`src/rtl/xbb_pkg.sv`:
```
package xbb_pkg;
  localparam int unsigned XBB_BYTE_W = 8;
  localparam int unsigned XBB_LANES  = 4;

  typedef enum logic {
    XBB_SZ_BYTE = 1'b0,
    XBB_SZ_HALF = 1'b1
  } xbb_size_e;
endpackage

```
`src/rtl/xbb_lane_order.sv`:
```
module xbb_lane_order #(
  parameter int unsigned BYTE_W = 8
) (
  input  logic [2*BYTE_W-1:0] word_i,
  input  logic                swap_i,
  output logic [2*BYTE_W-1:0] word_o
);
  localparam int unsigned NLANE = 2;

  for (genvar g = 0; g < NLANE; g++) begin : g_lane
    assign word_o[g*BYTE_W +: BYTE_W] =
      swap_i ? word_i[(NLANE-1-g)*BYTE_W +: BYTE_W] : word_i[g*BYTE_W +: BYTE_W];
  end
endmodule

```
`src/rtl/xbb_tx_ctrl.sv`:
```
module xbb_tx_ctrl #(
  parameter int unsigned BYTE_W = 8,
  parameter int unsigned LANES  = 4,
  parameter int unsigned CNT_W  = 3
) (
  input  logic                    clk,
  input  logic                    rst_n,
  input  logic                    wr_en_i,
  input  logic                    half_i,
  input  logic                    pop_i,
  input  logic [LANES*BYTE_W-1:0] buf_i,
  output logic                    wr_ok_o,
  output logic [CNT_W-1:0]        count_o,
  output logic [BYTE_W-1:0]       byte_o,
  output logic                    udf_clr_o,
  output logic                    rdy_clr_o
);
  localparam int unsigned LIMIT = LANES - 2;

  logic [CNT_W-1:0]  cnt_q, cnt_d;
  logic [CNT_W-1:0]  add;
  logic              pop_ok;
  logic              cnt_en;
  logic              udf_q, udf_d;
  logic              rdy_q, rdy_d;
  logic [BYTE_W-1:0] lane [LANES];

  for (genvar g = 0; g < LANES; g++) begin : g_lane
    assign lane[g] = buf_i[g*BYTE_W +: BYTE_W];
  end

  always_comb begin
    wr_ok_o = wr_en_i && (cnt_q <= CNT_W'(LIMIT));
    pop_ok  = pop_i && (cnt_q != '0);
    if (!wr_ok_o)    add = '0;
    else if (half_i) add = CNT_W'(2);
    else             add = CNT_W'(1);
    cnt_d   = cnt_q + add - CNT_W'(pop_ok);
    cnt_en  = wr_ok_o || pop_ok;
    udf_d   = wr_ok_o;
    rdy_d   = wr_ok_o && ((cnt_q + add) > CNT_W'(LIMIT));
  end

  always_comb begin
    byte_o = '0;
    for (int i = 0; i < LANES; i++) begin
      if (cnt_q == CNT_W'(i + 1)) byte_o = lane[i];
    end
  end

  always_ff @(posedge clk or negedge rst_n) begin
    if (!rst_n) begin
      cnt_q <= '0;
      udf_q <= 1'b0;
      rdy_q <= 1'b0;
    end else begin
      if (cnt_en) cnt_q <= cnt_d;
      udf_q <= udf_d;
      rdy_q <= rdy_d;
    end
  end

  assign count_o   = cnt_q;
  assign udf_clr_o = udf_q;
  assign rdy_clr_o = rdy_q;

  p_tx_bound_r5: assert property (@(posedge clk) disable iff (!rst_n)
    cnt_q <= CNT_W'(LANES));

  p_drop_full_r2: assert property (@(posedge clk) disable iff (!rst_n)
    (wr_en_i && cnt_q > CNT_W'(LIMIT) && !pop_i) |=> (cnt_q == $past(cnt_q)) && !udf_q);

  p_pop_empty_r5: assert property (@(posedge clk) disable iff (!rst_n)
    (pop_i && cnt_q == '0 && !wr_en_i) |=> (cnt_q == '0));

  p_half_grow_r2: assert property (@(posedge clk) disable iff (!rst_n)
    (wr_en_i && half_i && cnt_q <= CNT_W'(LIMIT) && !pop_i) |=> (cnt_q == $past(cnt_q) + CNT_W'(2)));
endmodule

```
`src/rtl/xbb_rx_ctrl.sv`:
```
module xbb_rx_ctrl #(
  parameter int unsigned BYTE_W = 8,
  parameter int unsigned LANES  = 4,
  parameter int unsigned CNT_W  = 3
) (
  input  logic                clk,
  input  logic                rst_n,
  input  logic                rd_i,
  input  logic                push_i,
  input  logic                master_i,
  input  logic                rx_mode_i,
  input  logic [2*BYTE_W-1:0] rd_word_i,
  output logic [CNT_W-1:0]    after_o,
  output logic                shift_o,
  output logic                push_ok_o,
  output logic [CNT_W-1:0]    count_o,
  output logic [2*BYTE_W-1:0] rdata_o,
  output logic                sbd_set_o,
  output logic                rovr_clr_o,
  output logic                rrdy_clr_o,
  output logic                ardy_set_o,
  output logic                mst_end_o
);
  logic [CNT_W-1:0]    cnt_q, cnt_d;
  logic                cnt_en;
  logic [2*BYTE_W-1:0] rdata_q, rdata_d;
  logic                sbd_q, sbd_d;
  logic                rovr_q, rovr_d;
  logic                rrdy_q, rrdy_d;
  logic                ardy_q, ardy_d;
  logic                mst_q, mst_d;

  always_comb begin
    if (!rd_i)                    after_o = cnt_q;
    else if (cnt_q <= CNT_W'(1))  after_o = '0;
    else                          after_o = cnt_q - CNT_W'(2);
    shift_o   = rd_i && (cnt_q > CNT_W'(2));
    push_ok_o = push_i && (after_o < CNT_W'(LANES));
    cnt_d     = after_o + CNT_W'(push_ok_o);
    cnt_en    = rd_i || push_ok_o;
    rdata_d   = (cnt_q == '0) ? '0 : rd_word_i;
    sbd_d     = rd_i && (cnt_q == CNT_W'(1));
    rovr_d    = rd_i;
    rrdy_d    = rd_i && (after_o == '0);
    ardy_d    = rrdy_d && master_i && rx_mode_i;
    mst_d     = ardy_d;
  end

  always_ff @(posedge clk or negedge rst_n) begin
    if (!rst_n) begin
      cnt_q   <= '0;
      rdata_q <= '0;
      sbd_q   <= 1'b0;
      rovr_q  <= 1'b0;
      rrdy_q  <= 1'b0;
      ardy_q  <= 1'b0;
      mst_q   <= 1'b0;
    end else begin
      if (cnt_en) cnt_q   <= cnt_d;
      if (rd_i)   rdata_q <= rdata_d;
      sbd_q  <= sbd_d;
      rovr_q <= rovr_d;
      rrdy_q <= rrdy_d;
      ardy_q <= ardy_d;
      mst_q  <= mst_d;
    end
  end

  assign count_o    = cnt_q;
  assign rdata_o    = rdata_q;
  assign sbd_set_o  = sbd_q;
  assign rovr_clr_o = rovr_q;
  assign rrdy_clr_o = rrdy_q;
  assign ardy_set_o = ardy_q;
  assign mst_end_o  = mst_q;

  p_rx_bound_r6: assert property (@(posedge clk) disable iff (!rst_n)
    cnt_q <= CNT_W'(LANES));

  p_single_empties_r8: assert property (@(posedge clk) disable iff (!rst_n)
    (rd_i && cnt_q == CNT_W'(1) && !push_i) |=> (sbd_q && cnt_q == '0));

  p_read_clears_ovr_r9: assert property (@(posedge clk) disable iff (!rst_n)
    rd_i |=> rovr_q);

  p_empty_read_r10: assert property (@(posedge clk) disable iff (!rst_n)
    (rd_i && cnt_q == '0 && !push_i) |=> (cnt_q == '0 && rdata_q == '0));

  p_ardy_needs_read_r9: assert property (@(posedge clk) disable iff (!rst_n)
    ardy_q |-> (rrdy_q && rovr_q));
endmodule

```
`src/rtl/xfer_byte_buffer.sv`:
```
module xfer_byte_buffer #(
  parameter int unsigned BYTE_W = xbb_pkg::XBB_BYTE_W,
  parameter int unsigned LANES  = xbb_pkg::XBB_LANES,
  parameter int unsigned CNT_W  = $clog2(LANES + 1)
) (
  input  logic                clk,
  input  logic                rst_n,
  input  logic                big_endian_i,
  input  logic                master_i,
  input  logic                rx_mode_i,
  input  logic                wr_en_i,
  input  logic                rd_en_i,
  input  logic                size_i,
  input  logic [2*BYTE_W-1:0] wdata_i,
  output logic [2*BYTE_W-1:0] rdata_o,
  input  logic                tx_pop_i,
  output logic [BYTE_W-1:0]   tx_byte_o,
  output logic [CNT_W-1:0]    tx_count_o,
  input  logic                rx_push_i,
  input  logic [BYTE_W-1:0]   rx_byte_i,
  output logic [CNT_W-1:0]    rx_count_o,
  output logic                single_byte_set_o,
  output logic                tx_underflow_clr_o,
  output logic                tx_ready_clr_o,
  output logic                rx_ready_clr_o,
  output logic                rx_overrun_clr_o,
  output logic                access_ready_set_o,
  output logic                master_end_o
);
  import xbb_pkg::*;

  localparam int unsigned HALF_W = 2 * BYTE_W;
  localparam int unsigned BUF_W  = LANES * BYTE_W;

  logic [BUF_W-1:0]  buf_q, buf_d;
  logic              buf_en;
  logic [HALF_W-1:0] wr_word, rd_word;
  logic              rd_act;
  logic              wr_ok;
  logic              is_half;
  logic [CNT_W-1:0]  rx_after;
  logic              rd_shift;
  logic              push_ok;

  assign rd_act  = rd_en_i && !wr_en_i;
  assign is_half = (xbb_size_e'(size_i) == XBB_SZ_HALF);

  xbb_lane_order #(.BYTE_W(BYTE_W)) i_wr_order (
    .word_i (wdata_i),
    .swap_i (!big_endian_i),
    .word_o (wr_word)
  );

  xbb_lane_order #(.BYTE_W(BYTE_W)) i_rd_order (
    .word_i (buf_q[HALF_W-1:0]),
    .swap_i (big_endian_i),
    .word_o (rd_word)
  );

  xbb_tx_ctrl #(.BYTE_W(BYTE_W), .LANES(LANES), .CNT_W(CNT_W)) i_tx (
    .clk       (clk),
    .rst_n     (rst_n),
    .wr_en_i   (wr_en_i),
    .half_i    (is_half),
    .pop_i     (tx_pop_i),
    .buf_i     (buf_q),
    .wr_ok_o   (wr_ok),
    .count_o   (tx_count_o),
    .byte_o    (tx_byte_o),
    .udf_clr_o (tx_underflow_clr_o),
    .rdy_clr_o (tx_ready_clr_o)
  );

  xbb_rx_ctrl #(.BYTE_W(BYTE_W), .LANES(LANES), .CNT_W(CNT_W)) i_rx (
    .clk        (clk),
    .rst_n      (rst_n),
    .rd_i       (rd_act),
    .push_i     (rx_push_i),
    .master_i   (master_i),
    .rx_mode_i  (rx_mode_i),
    .rd_word_i  (rd_word),
    .after_o    (rx_after),
    .shift_o    (rd_shift),
    .push_ok_o  (push_ok),
    .count_o    (rx_count_o),
    .rdata_o    (rdata_o),
    .sbd_set_o  (single_byte_set_o),
    .rovr_clr_o (rx_overrun_clr_o),
    .rrdy_clr_o (rx_ready_clr_o),
    .ardy_set_o (access_ready_set_o),
    .mst_end_o  (master_end_o)
  );

  always_comb begin
    buf_d = buf_q;
    if (wr_ok) begin
      if (is_half) buf_d = {buf_q[BUF_W-HALF_W-1:0], wr_word};
      else         buf_d = {buf_q[BUF_W-BYTE_W-1:0], wdata_i[BYTE_W-1:0]};
    end else if (rd_shift) begin
      buf_d = buf_q >> HALF_W;
    end
    for (int i = 0; i < LANES; i++) begin
      if (push_ok && rx_after == CNT_W'(i)) buf_d[i*BYTE_W +: BYTE_W] = rx_byte_i;
    end
    buf_en = wr_ok || rd_shift || push_ok;
  end

  always_ff @(posedge clk or negedge rst_n) begin
    if (!rst_n) buf_q <= '0;
    else if (buf_en) buf_q <= buf_d;
  end

  p_write_wins_r11: assert property (@(posedge clk) disable iff (!rst_n)
    (wr_en_i && rd_en_i) |=> (!rx_overrun_clr_o && $stable(rdata_o)));

  p_pop_with_write_r12: assert property (@(posedge clk) disable iff (!rst_n)
    (wr_en_i && size_i && tx_pop_i && tx_count_o == CNT_W'(1))
      |=> (tx_count_o == CNT_W'(2)));

  p_push_lands_r6: assert property (@(posedge clk) disable iff (!rst_n)
    (rx_push_i && !rd_en_i && !wr_en_i && rx_count_o < CNT_W'(LANES))
      |=> (rx_count_o == $past(rx_count_o) + CNT_W'(1)));
endmodule

```
`config.mk`:
```
export PLATFORM = sky130hd
export DESIGN_NAME = xfer_byte_buffer
export DESIGN_NICKNAME = d
export VERILOG_FILES = /design/src/rtl/xbb_pkg.sv /design/src/rtl/xbb_lane_order.sv /design/src/rtl/xbb_tx_ctrl.sv /design/src/rtl/xbb_rx_ctrl.sv /design/src/rtl/xfer_byte_buffer.sv
export SDC_FILE = /design/constraint.sdc
export NUM_CORES = 1
export LEC_CHECK = 0
export CELL_PAD_IN_SITES_DETAIL_PLACEMENT = 1
export CELL_PAD_IN_SITES_GLOBAL_PLACEMENT = 1
export CORE_AREA = 3 3 102 104
export DETAILED_ROUTE_END_ITERATION = 6
export DIE_AREA = 0 0 105 107
export PLACE_DENSITY_LB_ADDON = 0.1
export SLEW_MARGIN = 0
export SYNTH_ARGS = -nofsm -noshare
export SYNTH_HDL_FRONTEND = slang
export SYNTH_SLANG_ARGS = --single-unit
```
`constraint.sdc`:
```
create_clock -name clk -period 2.9 [get_ports clk]
set_input_delay 0.58 -clock clk [delete_from_list [all_inputs] [get_ports clk]]
set_output_delay 0.58 -clock clk [all_outputs]
set_load 0.02 [all_outputs]
```
---- Yosys cells after proc, flatten, opt, wreduce, memory -nomap -nowiden ----
Cells that the tools add are included.
word-level totals
  bits in registers ....................... 60
  output and inout port bits .............. 37
  bits of input ports ..................... 34
cells by class
  reductions and logical operators ........ 30
  multiplexer cells ....................... 20
  $add $sub $neg .......................... 4
  $lt $le $gt $ge ......................... 5
  equality and inequality tests ........... 8
operator list
  operator                                                                number
  32-bit 2-to-1 mux                                                       3
  8-bit 2-to-1 mux                                                        12
  16-bit 2-to-1 mux                                                       1
  3-bit nonzero test                                                      5
  1-bit logical AND                                                       14
  3-bit by 2-bit == test with 1-bit output (second input constant)        4
  3-bit by 1-bit == test with 1-bit output (second input constant)        3
  2-bit AND reduction                                                     4
  3-bit by 2-bit > comparator with 1-bit output (second input constant)   2
  3-bit zero test                                                         2
  3-bit 2-to-1 mux                                                        2
  1-bit logical OR                                                        4
  2-bit 2-to-1 mux                                                        2
  3-bit by 1-bit adder with 3-bit output                                  1
  3-bit by 2-bit adder with 3-bit output                                  1
  3-bit == test (second input constant)                                   1
  3-bit by 1-bit <= comparator with 1-bit output (second input constant)  1
  3-bit by 2-bit <= comparator with 1-bit output (second input constant)  1
  3-bit less-than comparator (second input constant)                      1
  3-bit by 1-bit subtractor with 3-bit output                             1
  3-bit by 2-bit subtractor with 3-bit output (second input constant)     1
  1-bit zero test                                                         1

---- Logic depth before layout (Yosys ltp) ----
  depth in word-level cells ............... 8
  mapped depth ............................ 11
  mapped depth without buffers ............ 10

---- Cells and area by module ----
From an unflattened synthesis, not the netlist that was laid out.
second synthesis, totals
  cell total of the unflattened synthesis .. 426
  area total of the unflattened synthesis .. 4429.2 um2
modules (own cells, without submodules)
  module            instances  cells an instance  area an instance (um2)
  xfer_byte_buffer  1          215                2302.2
  xbb_rx_ctrl       1          105                1043.5
  xbb_tx_ctrl       1          70                 585.6
  xbb_lane_order    2          18                 249.0

---- Worst setup path after synthesis ----
OpenSTA, ideal clock, no wires.
  path kind ............................... reg-to-reg
  start ................................... reg i_tx.cnt_q[2], in the netlist i_tx.count_o[2]
  end ..................................... reg i_tx.cnt_q[2], in the netlist i_tx.count_o[2]
  required time ........................... 2.821 ns
  data arrival time ....................... 2.498 ns
  setup slack ............................. 0.323 ns
  stages on the path, launching flop included .. 12
  clock period less this slack ............ 2.577 ns
  cells stage by stage .................... dfrtp_1 -> clkbuf_2 -> nand3b_2 -> inv_1 -> buf_2 -> buf_2 -> nand2_1 -> fa_1 -> ha_1 -> xor2_1 -> nor2_1 -> xor2_1
between the ends
  longest elaborated chain between the ends .. 5
ends and longest elaborated chain
  element                                           line               RTL
  start, declared                                   xbb_tx_ctrl.sv:20  logic [CNT_W-1:0] cnt_q, cnt_d;
  start signal, assigned                            xbb_tx_ctrl.sv:57  if (cnt_en) cnt_q <= cnt_d;
  3-bit by 2-bit <= comparator with 1-bit output *  xbb_tx_ctrl.sv:33  wr_ok_o = wr_en_i && (cnt_q <= CNT_W'(LIMIT));
  1-bit logical AND *                               xbb_tx_ctrl.sv:33
  named net i_tx.wr_ok_o                            xbb_tx_ctrl.sv:12  output logic wr_ok_o,
  2-bit 2-to-1 mux                                  xbb_tx_ctrl.sv:35  if (!wr_ok_o) add = '0;
  3-bit by 2-bit adder with 3-bit output            xbb_tx_ctrl.sv:38  cnt_d = cnt_q + add - CNT_W'(pop_ok);
  3-bit by 1-bit subtractor with 3-bit output       xbb_tx_ctrl.sv:38
Mark *: on every way through the listed nets, which the timed path passes. The rest lies on a longest branch.
A chain may end at the register's enable or synchronous reset.

---- Final worst setup path ----
  start ................................... reg i_tx.cnt_q[2], in the netlist i_tx.count_o[2]
  end ..................................... out tx_byte_o[3]
between the ends
  longest elaborated chain between the ends .. 5
ends and longest elaborated chain
  element                                   line                    RTL
  3-bit by 1-bit == test with 1-bit output  xbb_tx_ctrl.sv:47       if (cnt_q == CNT_W'(i + 1)) byte_o = lane[i];
  8-bit 2-to-1 mux (3 in series)            xbb_tx_ctrl.sv:47
  8-bit 2-to-1 mux *                        xbb_tx_ctrl.sv:47
  end, declared                             xfer_byte_buffer.sv:17  output logic [BYTE_W-1:0] tx_byte_o,
Mark *: on every way between the ends. The rest lies on a longest branch, timed or not.

==> impl_metrics.py <==
metrics = {
    "worst_setup_path": {
        "cp-end-kind": "primary output",
        "cp-start-kind": "flop",
        "cpPeakStageDelay_ns": 0.64,
        "critPathRequiredTime_ns": 2.32,
        "r2r_start": "i_rx.count_o[1]",
        "crit_start": "i_tx.count_o[2]",
        "cp_max_fo": 8,
        "critPathKind": "flop to primary output",
        "crit_path_top_delay_cell": "clkdlybuf4s50_1",
        "crit_arrival_ns": 2.16,
        "crit_chain": "nor2b_1 -> buf_4 -> a22oi_1 -> o22ai_1 -> clkdlybuf4s50_1",
    },
    "run_status": {
        "status": "completed",
    },
    "logic_synthesis": {
        "postSynth.asyncResetShare": 1.00,
        "ys_seq_area_frac": 0.388,
        "synth_ff_type": "dfrtp_1",
        "ys_top_cells_by_count": "dfrtp_1, mux2i_1, nand2_1, a21oi_1",
        "avgSynthCellArea_um2": 10.1,
        "synth_most_common_cell": "dfrtp_1",
        "syn_nets": 424,
        "syn_inst": 384,
        "synthMuxAreaShare": 0.259,
        "synth-compound-area-share": 0.167,
        "yosysUniqueCellTypes": 46,
        "synth_xor_area_frac": 0.00904,
        "synth_fa_ha_area_frac": 0.0213,
        "synth_top_family_by_area": "multiplexers",
        "synth_top_area_share": 0.388,
        "syn_area_um2": 3870,
        "synth-seq-cells": 60,
        "ys_warn_count": 0,
        "synthTopCellsByArea": "dfrtp_1, mux2i_1, mux2_2",
        "synthSimpleGateAreaFrac": 0.105,
        "synth_edf_count": 0,
        "yosysTopAreaCell": "dfrtp_1",
    },
    "clock_network": {
        "worstSkewPairLatency_ns": 0.35,
        "ctsResizeCount": 0,
        "cts-root-buf": "clkbuf_8",
        "holdBufCountCts": 0,
        "cts_sinks": 60,
        "cts_max_path_buffers": 2,
        "cts_tree": "built",
        "htree_levels": 3,
        "cts.clk_slew.worst_paths_ns": 0.07,
        "cts_setup_buffers": 0,
        "numCtsBuffers": 9,
    },
    "sta": {
        "holdWs_ns": 0.235,
        "fin_skew_ns": 0.00970,
        "period_needed_ns": 2.74,
        "clock.fmax_mhz": 366,
        "finalCritPeriodShare": 0.943,
        "setup_tns_ns": 0,
        "setup_viol": 0,
        "slew_headroom": 0.431,
        "tightest_slew_ns": 0.853,
        "hold_viol_final": 0,
        "rsz0062_at_grt": "no",
        "maxSlewViolCount": 0,
    },
    "route": {
        "via_count": 3244,
        "antenna_left": 0,
        "via_per_inst": 5.48,
        "wire_per_inst_um": 19.5,
        "first_iter_violations": 152,
        "drc": 0,
        "wl_um": 11500,
        "drt_first_pass_iters": 5,
    },
    "die": {
        "num_rows": 36,
        "fp.dieH_um": 107,
        "dieArea_um2": 11200,
        "die_w_um": 105,
        "start_util": 0.402,
        "core_um2": 9640,
        "ios": 71,
    },
    "global_routing": {
        "grt_pass1_wl_um": 18500,
        "track_usage": 0.214,
        "antenna_found_initial": 0,
        "grt_pass1_vias": 3333,
        "grt_max_degree": 39,
        "grt-ovfl-total": 0,
    },
    "place": {
        "io_buffers": 70,
        "place.gp.congestion": 0.823,
        "hpwl_um": 7920,
        "post_dp_cell_area_um2": 4730,
        "dp.cells": 576,
    },
    "cells_and_area": {
        "instances_no_fill": 592,
        "layout-drive-gt1-share": 0.168,
        "fin_nets": 494,
        "fin_area_um2": 4910,
        "n_antenna_cell": 0,
        "area_delta_synth_final_pct": 26.7,
    },
    "min_path": {
        "worstHoldPathType": "input port to async pin",
    },
    "pwr": {
        "leakage_uw": 0.00222,
        "p_per_area_nw_per_um2": 1130,
        "peakVddDrop_mv": 0.505,
        "total_power_uw": 5530,
    },
    "run": {
        "maxCapViolCount": 0,
    },
}
-- worst max-delay path: cells and delay by family (launching register included) --
family	cells	cell delay, ns
compound gates	2	0.29
simple gates	1	0.17
buf+inv	2	0.84
flops	1	0.50
-- layout make-up --
cell class,instances,area [um2]
Fill cell,1131,4730
Tap cell,133,166
Inverter,9,41.3
Clock inverter,1,5.00
Multi-Input combinational cell,286,2170
Timing Repair Buffer,88,843
Sequential cell,60,1500
Clock buffer,15,176
-- cells by family after synthesis --
kind of cell | count (synthesis)
buf+inv | 38
compound gates | 101
xor+xnor | 4
fa+ha+maj | 6
flops | 60
simple gates | 83
mux | 92
-- flip-flops by register name, indices dropped and copies added (netlist names) --
signal,count
buf_q,32
i_rx.ardy_set_o,1
i_rx.count_o,3
i_rx.rdata_o,16
i_rx.rovr_clr_o,1
i_rx.rrdy_clr_o,1
i_rx.sbd_set_o,1
i_tx.count_o,3
i_tx.rdy_clr_o,1
i_tx.udf_clr_o,1
-- layer usage --
layer,track usage,routed length (um),share of wire
met2,0.339,5470,0.47
met1,0.300,5370,0.47
met5,0,0,0
met4,0.0806,153,0.013
met3,0.0295,546,0.047
-- metrics by stage --
| stage | utilization | setup WS (ns) |
|---|---|---|
| 4_1_cts | 0.509 | 0.128 |
| 2_1_floorplan | - | 0.323 |
| 5_1_grt | 0.509 | 0.000485 |
| 3_3_place_gp | 0.490 | 0.267 |
| 6_report | 0.509 | 0.165 |
| 3_5_place_dp | 0.490 | 0.186 |
-- cell usage in the layout (no fill, tap or decap), drive strengths merged --
cell            n
fa              1
dfrtp          60
xor2            3
clkdlybuf4s50  69
o21ai          20
nor2b           2
nor2           26
ha              5
nand2b          3
clkinv          1
o2bb2ai        16
or3             1
inv             9
and2            1
mux2           32
a22oi          16
o22ai          10
nor4b           1
or3b            1
a2bb2oi         1
xnor2           1
nor3            2
a21oi          34
nand3           3
a31oi           1
nand2          41
o31ai           1
o31a            1
nor3b           1
nand3b          1
mux2i          60
buf            19
a21bo           1
clkbuf         15
-- worst paths after layout --
check,to,slack (ns),depth (start not counted)
setup / recovery,tx_byte_o[3],0.16,5
hold / removal,i_rx.count_o[2],0.23,1
setup reg to reg,buf_q[23],0.47,7
hold reg to reg,i_rx.rdata_o[15],0.48,2
max in group asynchronous,buf_q[14],2.05,2
min in group clk,i_rx.rdata_o[15],0.48,2
-- power breakdown --
part	internal [uW]	switching (uW)	total, uW
Clock	380	333	713
Combinational	1540	1570	3100
Sequential	1230	479	1710
(Power assumes the default switching activity.)
